[config.mk]
export PLATFORM = sky130hd
export DESIGN_NAME = clos_edge_colorer
export DESIGN_NICKNAME = d
export VERILOG_FILES = /design/src/rtl/clos_edge_colorer.sv
export SDC_FILE = /design/constraint.sdc
export NUM_CORES = 1
export LEC_CHECK = 0
export BUFFER_PORTS_ARGS = -buffer_cell sky130_fd_sc_hd__buf_2
export CAP_MARGIN = 15
export CORE_MARGIN = 10
export CORE_UTILIZATION = 42
export CTS_BUF_LIST = sky130_fd_sc_hd__clkbuf_8
export CTS_CLUSTER_SIZE = 20
export DETAILED_ROUTE_END_ITERATION = 6
export PLACE_DENSITY = 0.7
export SYNTH_ARGS = -nofsm -noshare
export SYNTH_HDL_FRONTEND = slang
export SYNTH_SLANG_ARGS = --single-unit
[constraint.sdc]
create_clock -name clk -period 4 [get_ports clk]
set_input_delay 0.8 -clock clk [delete_from_list [all_inputs] [get_ports clk]]
set_output_delay 0.8 -clock clk [all_outputs]
set_load 0.05 [all_outputs]
[src/rtl/clos_edge_colorer.sv]
module clos_edge_colorer #(
  parameter int M      = 4,
  parameter int N_PORT = 4
) (
  input  logic                                        clk,
  input  logic                                        rst_n,
  input  logic                                        start,
  input  logic [M*N_PORT*$clog2(M*N_PORT)-1:0]        dest,
  input  logic [M*N_PORT-1:0]                         req_valid,
  output logic                                        busy,
  output logic                                        done,
  output logic                                        conflict,
  output logic [M*N_PORT*$clog2(N_PORT)-1:0]          mid_sel
);
  localparam int NC = M * N_PORT;
  localparam int PW = $clog2(NC);
  localparam int CW = $clog2(N_PORT);
  localparam int RW = $clog2(CW + 1);

  typedef enum logic [1:0] {S_IDLE, S_PAD, S_SPLIT, S_CHK} st_t;
  st_t st;

  logic [PW-1:0] dst_r [NC];
  logic [CW-1:0] col_r [NC];
  logic [NC-1:0] valid_r, used_r, mark_r, in_used;
  logic [PW-1:0] idx_r, cur_r;
  logic [RW-1:0] rnd_r;
  logic          active_r, bit_r, side_r;

  logic          free_found, start_found, nxt_found, conf_c;
  logic [PW-1:0] free_idx, start_idx, nxt_idx;
  logic [CW-1:0] cmask, bsel;

  assign busy  = (st != S_IDLE);
  assign cmask = ~({CW{1'b1}} >> rnd_r);
  assign bsel  = CW'(1) << (CW - 1 - int'(rnd_r));

  always_comb begin
    in_used = '0;
    for (int e = 0; e < NC; e++)
      if (req_valid[e]) in_used[dest[e*PW +: PW]] = 1'b1;
  end

  always_comb begin
    free_found = 1'b0; free_idx = '0;
    start_found = 1'b0; start_idx = '0;
    nxt_found = 1'b0; nxt_idx = '0;
    for (int f = NC - 1; f >= 0; f--) begin
      if (!used_r[f]) begin free_found = 1'b1; free_idx = PW'(f); end
      if (!mark_r[f]) begin start_found = 1'b1; start_idx = PW'(f); end
      if (!mark_r[f] && PW'(f) != cur_r &&
          ((col_r[f] ^ col_r[cur_r]) & cmask) == '0 &&
          (side_r ? (dst_r[f] >> CW) == (dst_r[cur_r] >> CW)
                  : (f / N_PORT) == (int'(cur_r) / N_PORT))) begin
        nxt_found = 1'b1; nxt_idx = PW'(f);
      end
    end
  end

  always_comb begin
    conf_c = 1'b0;
    for (int a = 0; a < NC; a++)
      for (int b = a + 1; b < NC; b++)
        if (col_r[a] == col_r[b] &&
            ((a / N_PORT) == (b / N_PORT) || (dst_r[a] >> CW) == (dst_r[b] >> CW)))
          conf_c = 1'b1;
  end

  for (genvar g = 0; g < NC; g++) begin : g_out
    assign mid_sel[g*CW +: CW] = col_r[g];
  end

  always_ff @(posedge clk or negedge rst_n) begin
    if (!rst_n) begin
      st <= S_IDLE;
      for (int e = 0; e < NC; e++) begin dst_r[e] <= '0; col_r[e] <= '0; end
      valid_r <= '0; used_r <= '0; mark_r <= '0;
      idx_r <= '0; cur_r <= '0; rnd_r <= '0;
      active_r <= 1'b0; bit_r <= 1'b0; side_r <= 1'b0;
      done <= 1'b0; conflict <= 1'b0;
    end else begin
      case (st)
        S_IDLE: if (start) begin
          for (int e = 0; e < NC; e++) begin
            dst_r[e] <= dest[e*PW +: PW];
            col_r[e] <= '0;
          end
          valid_r <= req_valid; used_r <= in_used; mark_r <= '0;
          idx_r <= '0; rnd_r <= '0; active_r <= 1'b0;
          done <= 1'b0; conflict <= 1'b0;
          st <= S_PAD;
        end
        S_PAD: begin
          if (!valid_r[idx_r] && free_found) begin
            dst_r[idx_r] <= free_idx;
            used_r[free_idx] <= 1'b1;
          end
          idx_r <= idx_r + 1'b1;
          if (idx_r == PW'(NC - 1)) st <= S_SPLIT;
        end
        S_SPLIT: begin
          if (!active_r) begin
            if (start_found) begin
              cur_r <= start_idx; bit_r <= 1'b0; side_r <= 1'b1; active_r <= 1'b1;
            end else begin
              mark_r <= '0;
              if (rnd_r == RW'(CW - 1)) st <= S_CHK;
              else rnd_r <= rnd_r + 1'b1;
            end
          end else begin
            mark_r[cur_r] <= 1'b1;
            col_r[cur_r]  <= (col_r[cur_r] & ~bsel) | (bit_r ? bsel : '0);
            if (nxt_found) begin
              cur_r <= nxt_idx; bit_r <= ~bit_r; side_r <= ~side_r;
            end else begin
              active_r <= 1'b0;
            end
          end
        end
        S_CHK: begin
          conflict <= conf_c;
          done <= 1'b1;
          st <= S_IDLE;
        end
        default: st <= S_IDLE;
      endcase
    end
  end

  assert_busy_done_excl_R2: assert property (@(posedge clk) disable iff (!rst_n)
    !(busy && done));
  assert_start_busy_R2: assert property (@(posedge clk) disable iff (!rst_n)
    (!busy && start) |=> busy);
  assert_pad_full_R7: assert property (@(posedge clk) disable iff (!rst_n)
    (st == S_SPLIT) |-> (&used_r));
  assert_walk_fresh_R4: assert property (@(posedge clk) disable iff (!rst_n)
    (st == S_SPLIT && active_r) |-> !mark_r[cur_r]);
  assert_done_hold_R9: assert property (@(posedge clk) disable iff (!rst_n)
    (done && !start) |=> (done && $stable(mid_sel)));
  assert_clean_result_R10: assert property (@(posedge clk) disable iff (!rst_n)
    done |-> !conflict);
endmodule

==> PnR_summary.wiki, run 1 <==
{| class="wikitable"
! Metric !! Value
|-
| ANT nets after route || 0
|-
| Critical path data required time || 4380 ps
|-
| Number of endpoints failing setup at the final stage || 0
|-
| Inserted Diodes || 0
|-
| Max-cap check violation count || 0
|-
| Number of sinks handled by clock tree synthesis || 129
|-
| Global-route wire length before repair || 113000 um
|-
| Overall Power || 14100 uW
|-
| Number of distinct library cells after synthesis || 81
|-
| Worst-path clk slew || 100 ps
|-
| Setup Skew || 25.0 ps
|-
| Largest voltage drop on the vdd net || 0.422 mV
|-
| Synthesized cell area || 16200 um2
|-
| Routed vias || 17800
|-
| Number of antenna violations at the first check in global routing || 1
|-
| Commonest cells in the synthesized netlist || sky130_fd_sc_hd__xor2_1, sky130_fd_sc_hd__nand2_1, sky130_fd_sc_hd__clkbuf_1
|-
| Number of filler instances in the final layout || 3775
|-
| Master cell of the clock root buffer || sky130_fd_sc_hd__clkbuf_8
|-
| Largest net degree at the start of global routing || 105
|-
| Flop2flop setup slack || 230 ps
|-
| H-tree levels || 4
|-
| Count of flip-flops with a built-in enable after synthesis || 0
|-
| Total Neg Setup Slack || 0 ps
|-
| 1st-iter DRT viols || 2605
|-
| Vias per std cell || 6.77
|-
| Clock latency on the worst-skew pair || 500 ps
|-
| Highest Clock Rate || 265 MHz
|-
| Number of hold violations in the final report || 0
|-
| Signal arrival time at the worst endpoint || 4150 ps
|-
| Final clock period utilization by the worst path || 94.2%
|-
| Clock tree from TritonCTS || built
|-
| Worst-path fanout max || 17
|-
| Area of the die || 46700 um2
|-
| Number of buffers created by CTS || 17
|-
| Worst r2r src || cur_r[1]$_DFFE_PN0P_
|-
| Top-area cell type share of the netlist area || 20.0%
|-
| Biggest area contributors in the synthesized netlist || sky130_fd_sc_hd__dfrtp_1, sky130_fd_sc_hd__xor2_1, sky130_fd_sc_hd__xnor2_1
|-
| Slew Limit Fails || 0
|-
| Overflow left after global routing || 0
|-
| Post-route minimum period || 3770 ps
|-
| Number of cells upsized or downsized after cts || 0
|-
| Number of instances in the synthesized netlist || 2090
|-
| Destination of the worst register-to-register timing path || cur_r[1]$_DFFE_PN0P_
|-
| Power per cell area || 799 nW/um2
|-
| Avg Cell Area, Syn || 7.74 um2
|-
| Total leakage power || 0.00779 uW
|-
| Worst Reg2Reg Path Length in Cells || 10
|-
| Fin nets || 2207
|-
| Cell type with the largest total area after synthesis || sky130_fd_sc_hd__dfrtp_1
|-
| Global placer's final weighted congestion || 1.14
|-
| Worst-Margin Slew || 1040 ps
|-
| Core region area || 37800 um2
|-
| Vias in the first global route || 17400
|-
| Relative slew slack || 30.6%
|-
| Yosys synthesis warning count || 0
|-
| Path type of the worst min-delay path || input pin to asynchronous set/reset pin
|-
| Seq/Total Area, Yosys || 20.0%
|-
| Most instantiated library cell after synthesis || sky130_fd_sc_hd__xor2_1
|-
| Run status || complete, no violations
|-
| # DRC || 0
|-
| Wirelength per Cell || 29.1 um
|-
| Area growth from synthesis to layout || 9.19%
|-
| Sum of net half-perimeters after detailed placement || 56900 um
|-
| Final Routed Wirelength || 76700 um
|-
| First-pass DRT Iterations || 6
|-
| Synthesized net count || 2185
|-
| Chip Width || 216 um
|-
| Hold_buf cts || 0
|-
| Number of buffers on the longest clock path || 2
|-
| Total I/O pin count || 118
|-
| Register bit count reported by yosys || 129
|-
| Post-CTS setup repair buffer count || 0
|-
| Path type of the worst setup path || flip-flop to flip-flop
|-
| Dominant synthesized flop cell || sky130_fd_sc_hd__dfrtp_1
|-
| Worst setup SP type || flip-flop
|-
| Share of cells above drive strength 1 || 14.8%
|-
| Unrepaired setup endpoints after global routing || false
|-
| Starting Density || 42.7%
|-
| Core Rows || 71
|-
| Fraction of registers with async set/reset || 100%
|-
| Capturing element type of the critical path || flip-flop
|-
| Floorplan die height || 216 um
|-
| Global-route usage over all layers || 31.6%
|-
| Count of buffers from port buffering || 117
|}
==> cell families after synthesis <==
logic type      Yosys count  share of synthesized area, %
fa+ha+maj                12                         0.929
compound gates          420                          18.1
flops                   129                          20.0
buf+inv                 304                          7.43
xor+xnor                468                          25.4
simple gates            695                          22.5
mux                      62                          5.66
==> flip-flops by register name (all words and copies together), names as in the netlist, 2 cells and up <==
signal / flops
cur_r: 4
dst_r: 32
idx_r: 4
mark_r: 16
mid_sel: 32
rnd_r: 2
st: 2
used_r: 16
valid_r: 16
==> report_power, final <==
| group | leakage (uW) | switching (uW) | internal, uW |
|---|---|---|---|
| clock | 0.000172 | 623 | 444 |
| sequential | 0.00161 | 533 | 1780 |
| combinational | 0.00601 | 6550 | 4170 |
| total | 0.00779 | 7710 | 6390 |
==> worst max path at each step <==
stage / start / to / slack (ps) / cells past startpoint
2_1_floorplan: mid_sel[26]$_DFFE_PN0P_ / cur_r[0]$_DFFE_PN0P_ / 640 / 12
3_3_place_gp: cur_r[0]$_DFFE_PN0P_ / cur_r[0]$_DFFE_PN0P_ / 360 / 10
3_5_place_dp: cur_r[0]$_DFFE_PN0P_ / cur_r[1]$_DFFE_PN0P_ / 230 / 10
4_1_cts: cur_r[0]$_DFFE_PN0P_ / cur_r[1]$_DFFE_PN0P_ / 210 / 10
5_1_grt: cur_r[1]$_DFFE_PN0P_ / cur_r[1]$_DFFE_PN0P_ / 50 / 10
6_report: cur_r[1]$_DFFE_PN0P_ / cur_r[1]$_DFFE_PN0P_ / 230 / 10
==> per-layer routing <==
layer  wire length (um)  share of wire [%]  vias up  GRT usage (%)
li1                   -                  -     7548              -
met1              30300                 39     8593           40.8
met2              33200                 43     1385           48.5
met3               8270                 11      308           6.38
met4               4930                6.4        2           17.7
met5                 17              0.022        -              0
==> final cells by class <==
type / instances / area (um2) / share of cell area, %
Multi-Input combinational cell: 1657 / 11700 / 66.5
Tap cell: 511 / 639 / 3.62
Timing Repair Buffer: 217 / 1340 / 7.61
Clock inverter: 15 / 125 / 0.709
Sequential cell: 129 / 3230 / 18.3
Clock buffer: 17 / 234 / 1.33
Inverter: 90 / 338 / 1.91
==> critical path, cell delays in order, from the launching register on <==
cell and delay [ps]:
sky130_fd_sc_hd__dfrtp_1 830, sky130_fd_sc_hd__mux4_2 450, sky130_fd_sc_hd__a22oi_4 280, sky130_fd_sc_hd__nand2_4 210, sky130_fd_sc_hd__xor2_1 200, sky130_fd_sc_hd__a2111oi_0 610
sky130_fd_sc_hd__and3_1 240, sky130_fd_sc_hd__nor4_1 70, sky130_fd_sc_hd__a31o_2 300, sky130_fd_sc_hd__nand2_2 110, sky130_fd_sc_hd__mux2_1 340
==> cells in the final DEF (no fill, tap or decap), types with 17 or more instances in the layout <==
cell / netlist / routed
sky130_fd_sc_hd__nor2_1: 106 / 106
sky130_fd_sc_hd__nor4_1: 108 / 108
sky130_fd_sc_hd__nand2b_1: 28 / 28
sky130_fd_sc_hd__xor2_1: 332 / 332
sky130_fd_sc_hd__o21a_1: 31 / 31
sky130_fd_sc_hd__a31oi_1: 19 / 19
sky130_fd_sc_hd__mux2i_1: 17 / 17
sky130_fd_sc_hd__nand2_1: 154 / 154
sky130_fd_sc_hd__o221ai_1: 31 / 31
sky130_fd_sc_hd__mux2_2: 21 / 21
sky130_fd_sc_hd__nand4_1: 75 / 75
sky130_fd_sc_hd__xnor2_1: 135 / 135
sky130_fd_sc_hd__a21oi_1: 81 / 81
sky130_fd_sc_hd__inv_1: 90 / 91
sky130_fd_sc_hd__o22ai_1: 71 / 71
sky130_fd_sc_hd__clkbuf_8: 0 / 17
sky130_fd_sc_hd__buf_4: 4 / 100
sky130_fd_sc_hd__dfrtp_1: 129 / 128
sky130_fd_sc_hd__o21ai_0: 48 / 48
sky130_fd_sc_hd__nor3_1: 67 / 67
sky130_fd_sc_hd__buf_2: 24 / 116
sky130_fd_sc_hd__nand3_1: 73 / 73
sky130_fd_sc_hd__mux4_2: 20 / 20
==> through the flow <==
step / setup slack [ps] / area [um2] / util [%] / std cells / hold WS [ps]
6_report: 230 / 17700 / 46.6 / 2636 / 428
5_1_grt: 52.8 / 17700 / 46.6 / 2636 / 490
4_1_cts: 208 / 17700 / 46.6 / 2636 / 462
3_5_place_dp: 232 / 17300 / 45.7 / 2604 / 491
3_3_place_gp: 361 / 17300 / 45.7 / 2604 / 484
2_1_floorplan: 637 / 16200 / - / 2090 / 467
(Power assumes the default switching activity.)
==> run 2: changes to the inputs <==
Settings changed: CORE_MARGIN 10 to default, CTS_CLUSTER_DIAMETER from default to 150, GPL_TIMING_DRIVEN from default to 0.
==> run 2 against run 1 <==
  * The run now ends with setup timing left
  * Design area up 0.34%
  * Register-to-register slack worse by 250 ps
  * Die area down 16%
  * Non-clock buffer count up 88
  * Fmax down 6.3%
  * Combinational power up 6%
  * Clock skew down 7.6 ps
  * Critical path type unchanged
  * Critical endpoint is now conflict$_DFFE_PN0P_
  * Highest routed layer is now met4
==> PnR_summary.wiki, run 2 (synthesis gave the netlist of run 1 again) <==
{| class="wikitable"
! Metric !! Value
|-
| Run status || finished, violations left
|-
| Failing checks || setup timing
|-
| Total leakage power || 0.00763 uW
|-
| Starting Density || 42.8%
|-
| Routed vias || 18000
|-
| Fin nets || 2295
|-
| Worst r2r src || mid_sel[11]$_DFFE_PN0P_
|-
| Worst path depth || 10
|-
| Flop2flop setup slack || -20 ps
|-
| Global placer's final weighted congestion || 1.01
|-
| Capturing element type of the critical path || flip-flop
|-
| Power per cell area || 824 nW/um2
|-
| First-pass DRT Iterations || 6
|-
| Core region area || 37800 um2
|-
| Number of buffers created by CTS || 17
|-
| Worst stage delay on the critical path || 790 ps
|-
| Setup Skew || 17.5 ps
|-
| Post-route minimum period || 4020 ps
|-
| Final worst-path setup slack || -22.4 ps
|-
| Chain of cells forming the critical path || clkbuf_1 > clkbuf_1 > xor2_1 > nor4_1 > nor4_1 > nand4_1 > nor4_1 > a31oi_1 > a22oi_1 > o21ai_0
|-
| Worst Reg2Reg Path Length in Cells || 10
|-
| Number of sinks handled by clock tree synthesis || 129
|-
| Highest Clock Rate || 249 MHz
|-
| 1st-iter DRT viols || 2496
|-
| Final core area utilization || 46.9%
|-
| H-tree levels || 4
|-
| Family with the most delay on the worst path || buffers and inverters
|-
| Dominant cell type by count on the critical path || sky130_fd_sc_hd__nor4_1
|-
| Chip Width || 198 um
|-
| Worst-path fanout max || 10
|-
| Share of cells above drive strength 1 || 10.5%
|-
| Count of buffers from port buffering || 93
|-
| Wirelength per Cell || 30.0 um
|-
| Vias in the first global route || 17100
|-
| Overflow left after global routing || 0
|-
| Destination of the worst register-to-register timing path || conflict$_DFFE_PN0P_
|-
| # DRC || 0
|-
| Max-cap check violation count || 0
|-
| Global-route wire length before repair || 117000 um
|-
| Final clock period utilization by the worst path || 101%
|-
| Floorplan die height || 198 um
|-
| Worst-Margin Slew || 1200 ps
|-
| Critical path launch point || mid_sel[11]$_DFFE_PN0P_
|-
| Worst setup SP type || flip-flop
|-
| Slowest CP cell || sky130_fd_sc_hd__clkbuf_1
|-
| Area of the die || 39300 um2
|-
| Commonest non-fill, non-tap cell in the layout || sky130_fd_sc_hd__xor2_1
|-
| Clock tree from TritonCTS || built
|-
| Worst-path clk slew || 90 ps
|-
| Largest net degree at the start of global routing || 94
|-
| Critical Path End || conflict$_DFFE_PN0P_
|-
| Signal arrival time at the worst endpoint || 4380 ps
|-
| Slew Limit Fails || 0
|-
| Critical path data required time || 4360 ps
|-
| Sum of net half-perimeters after detailed placement || 62800 um
|-
| Area growth from synthesis to layout || 9.56%
|-
| Number of antenna violations at the first check in global routing || 0
|-
| Buf+Inv Stages, Crit Path || 2
|-
| Clock latency on the worst-skew pair || 480 ps
|-
| Core Rows || 71
|-
| ANT nets after route || 0
|-
| Largest voltage drop on the vdd net || 0.369 mV
|-
| Vias per std cell || 6.60
|-
| Number of buffers on the longest clock path || 2
|-
| Global-route usage over all layers || 41.5%
|-
| Unrepaired setup endpoints after global routing || true
|-
| Relative slew slack || 19.0%
|-
| Number of endpoints failing setup at the final stage || 1
|-
| Total I/O pin count || 118
|-
| Final Routed Wirelength || 81600 um
|-
| Number of hold violations in the final report || 0
|-
| Path type of the worst min-delay path || input pin to asynchronous set/reset pin
|-
| Master cell of the clock root buffer || sky130_fd_sc_hd__clkbuf_8
|-
| Inserted Diodes || 0
|-
| Most used cells in the layout excluding fill and tap cells || sky130_fd_sc_hd__xor2_1, sky130_fd_sc_hd__nand2_1, sky130_fd_sc_hd__clkbuf_1
|-
| Path type of the worst setup path || flip-flop to flip-flop
|-
| Worst hold margin || 221 ps
|}
-- run 2: changes by cell type in the layout (fill, tap and decap cells not counted), moves of 3 or more --
| cell | before | now |
|---|---|---|
| sky130_fd_sc_hd__inv_6 | 6 | 3 |
| sky130_fd_sc_hd__clkinv_4 | 1 | 4 |
| sky130_fd_sc_hd__buf_1 | 0 | 32 |
| sky130_fd_sc_hd__buf_4 | 100 | 4 |
| sky130_fd_sc_hd__clkbuf_1 | 0 | 138 |
| sky130_fd_sc_hd__clkbuf_2 | 0 | 10 |
| sky130_fd_sc_hd__clkinv_2 | 0 | 3 |
-- run 2: layout make-up --
class	count	area, um2
fill	3872	20000
multi-input combinational	1657	11700
sequential	129	3230
buffer	211	871
tap	511	639
timing repair buffer	94	499
inverter	90	338
clock buffer	17	234
clock inverter	15	159
-- run 2: per-stage QoR --
stage,setup WS (ps),std cells,total power (uW),area [um2],setup TNS (ps)
final,-22.4,2724,14600,17700,-22.4
after global routing,-39.0,2724,15300,17700,-39.0
after CTS,2.05,2727,14200,17700,0
after detailed placement,3.99,2695,13000,17300,0
after global placement,-106,2694,12800,17300,-106
after floorplan,637,2090,9890,16200,0
-- run 2: where the power goes --
| part | internal [uW] | switching [uW] |
|---|---|---|
| clock | 558 | 640 |
| combinational | 4070 | 7220 |
| sequential | 1770 | 326 |
-- run 2: worst min path at each step --
stage,from,end,slack (ps),cells past startpoint
4_1_cts,rst_n,dst_r[42]$_DFFE_PN0P_,210,1
6_report,rst_n,mid_sel[18]$_DFFE_PN0P_,220,1
3_5_place_dp,valid_r[2]$_DFFE_PN0P_,valid_r[2]$_DFFE_PN0P_,490,1
2_1_floorplan,bit_r$_DFFE_PN0P_,bit_r$_DFFE_PN0P_,470,1
3_3_place_gp,valid_r[14]$_DFFE_PN0P_,valid_r[14]$_DFFE_PN0P_,480,1
5_1_grt,rst_n,mid_sel[22]$_DFFE_PN0P_,230,1
-- run 2: repair_timing --
item / in CTS / in global routing
hold buffers: 0 / 0
gates cloned: 0 / 0
endpoints found under the hold margin: 0 / 0
gates resized for setup: 1 / 26
setup buffers: 0 / 0
endpoints found under the setup margin: 1 / 7
pin swaps: 0 / 0
-- run 2: routing by layer --
metal	vias up	track usage, %	routed length [um]
met4	0	28.9	6550
met5	-	0	0
met3	315	7.19	7870
met1	8619	49.6	30000
met2	1340	67.6	37200
li1	7700	-	-
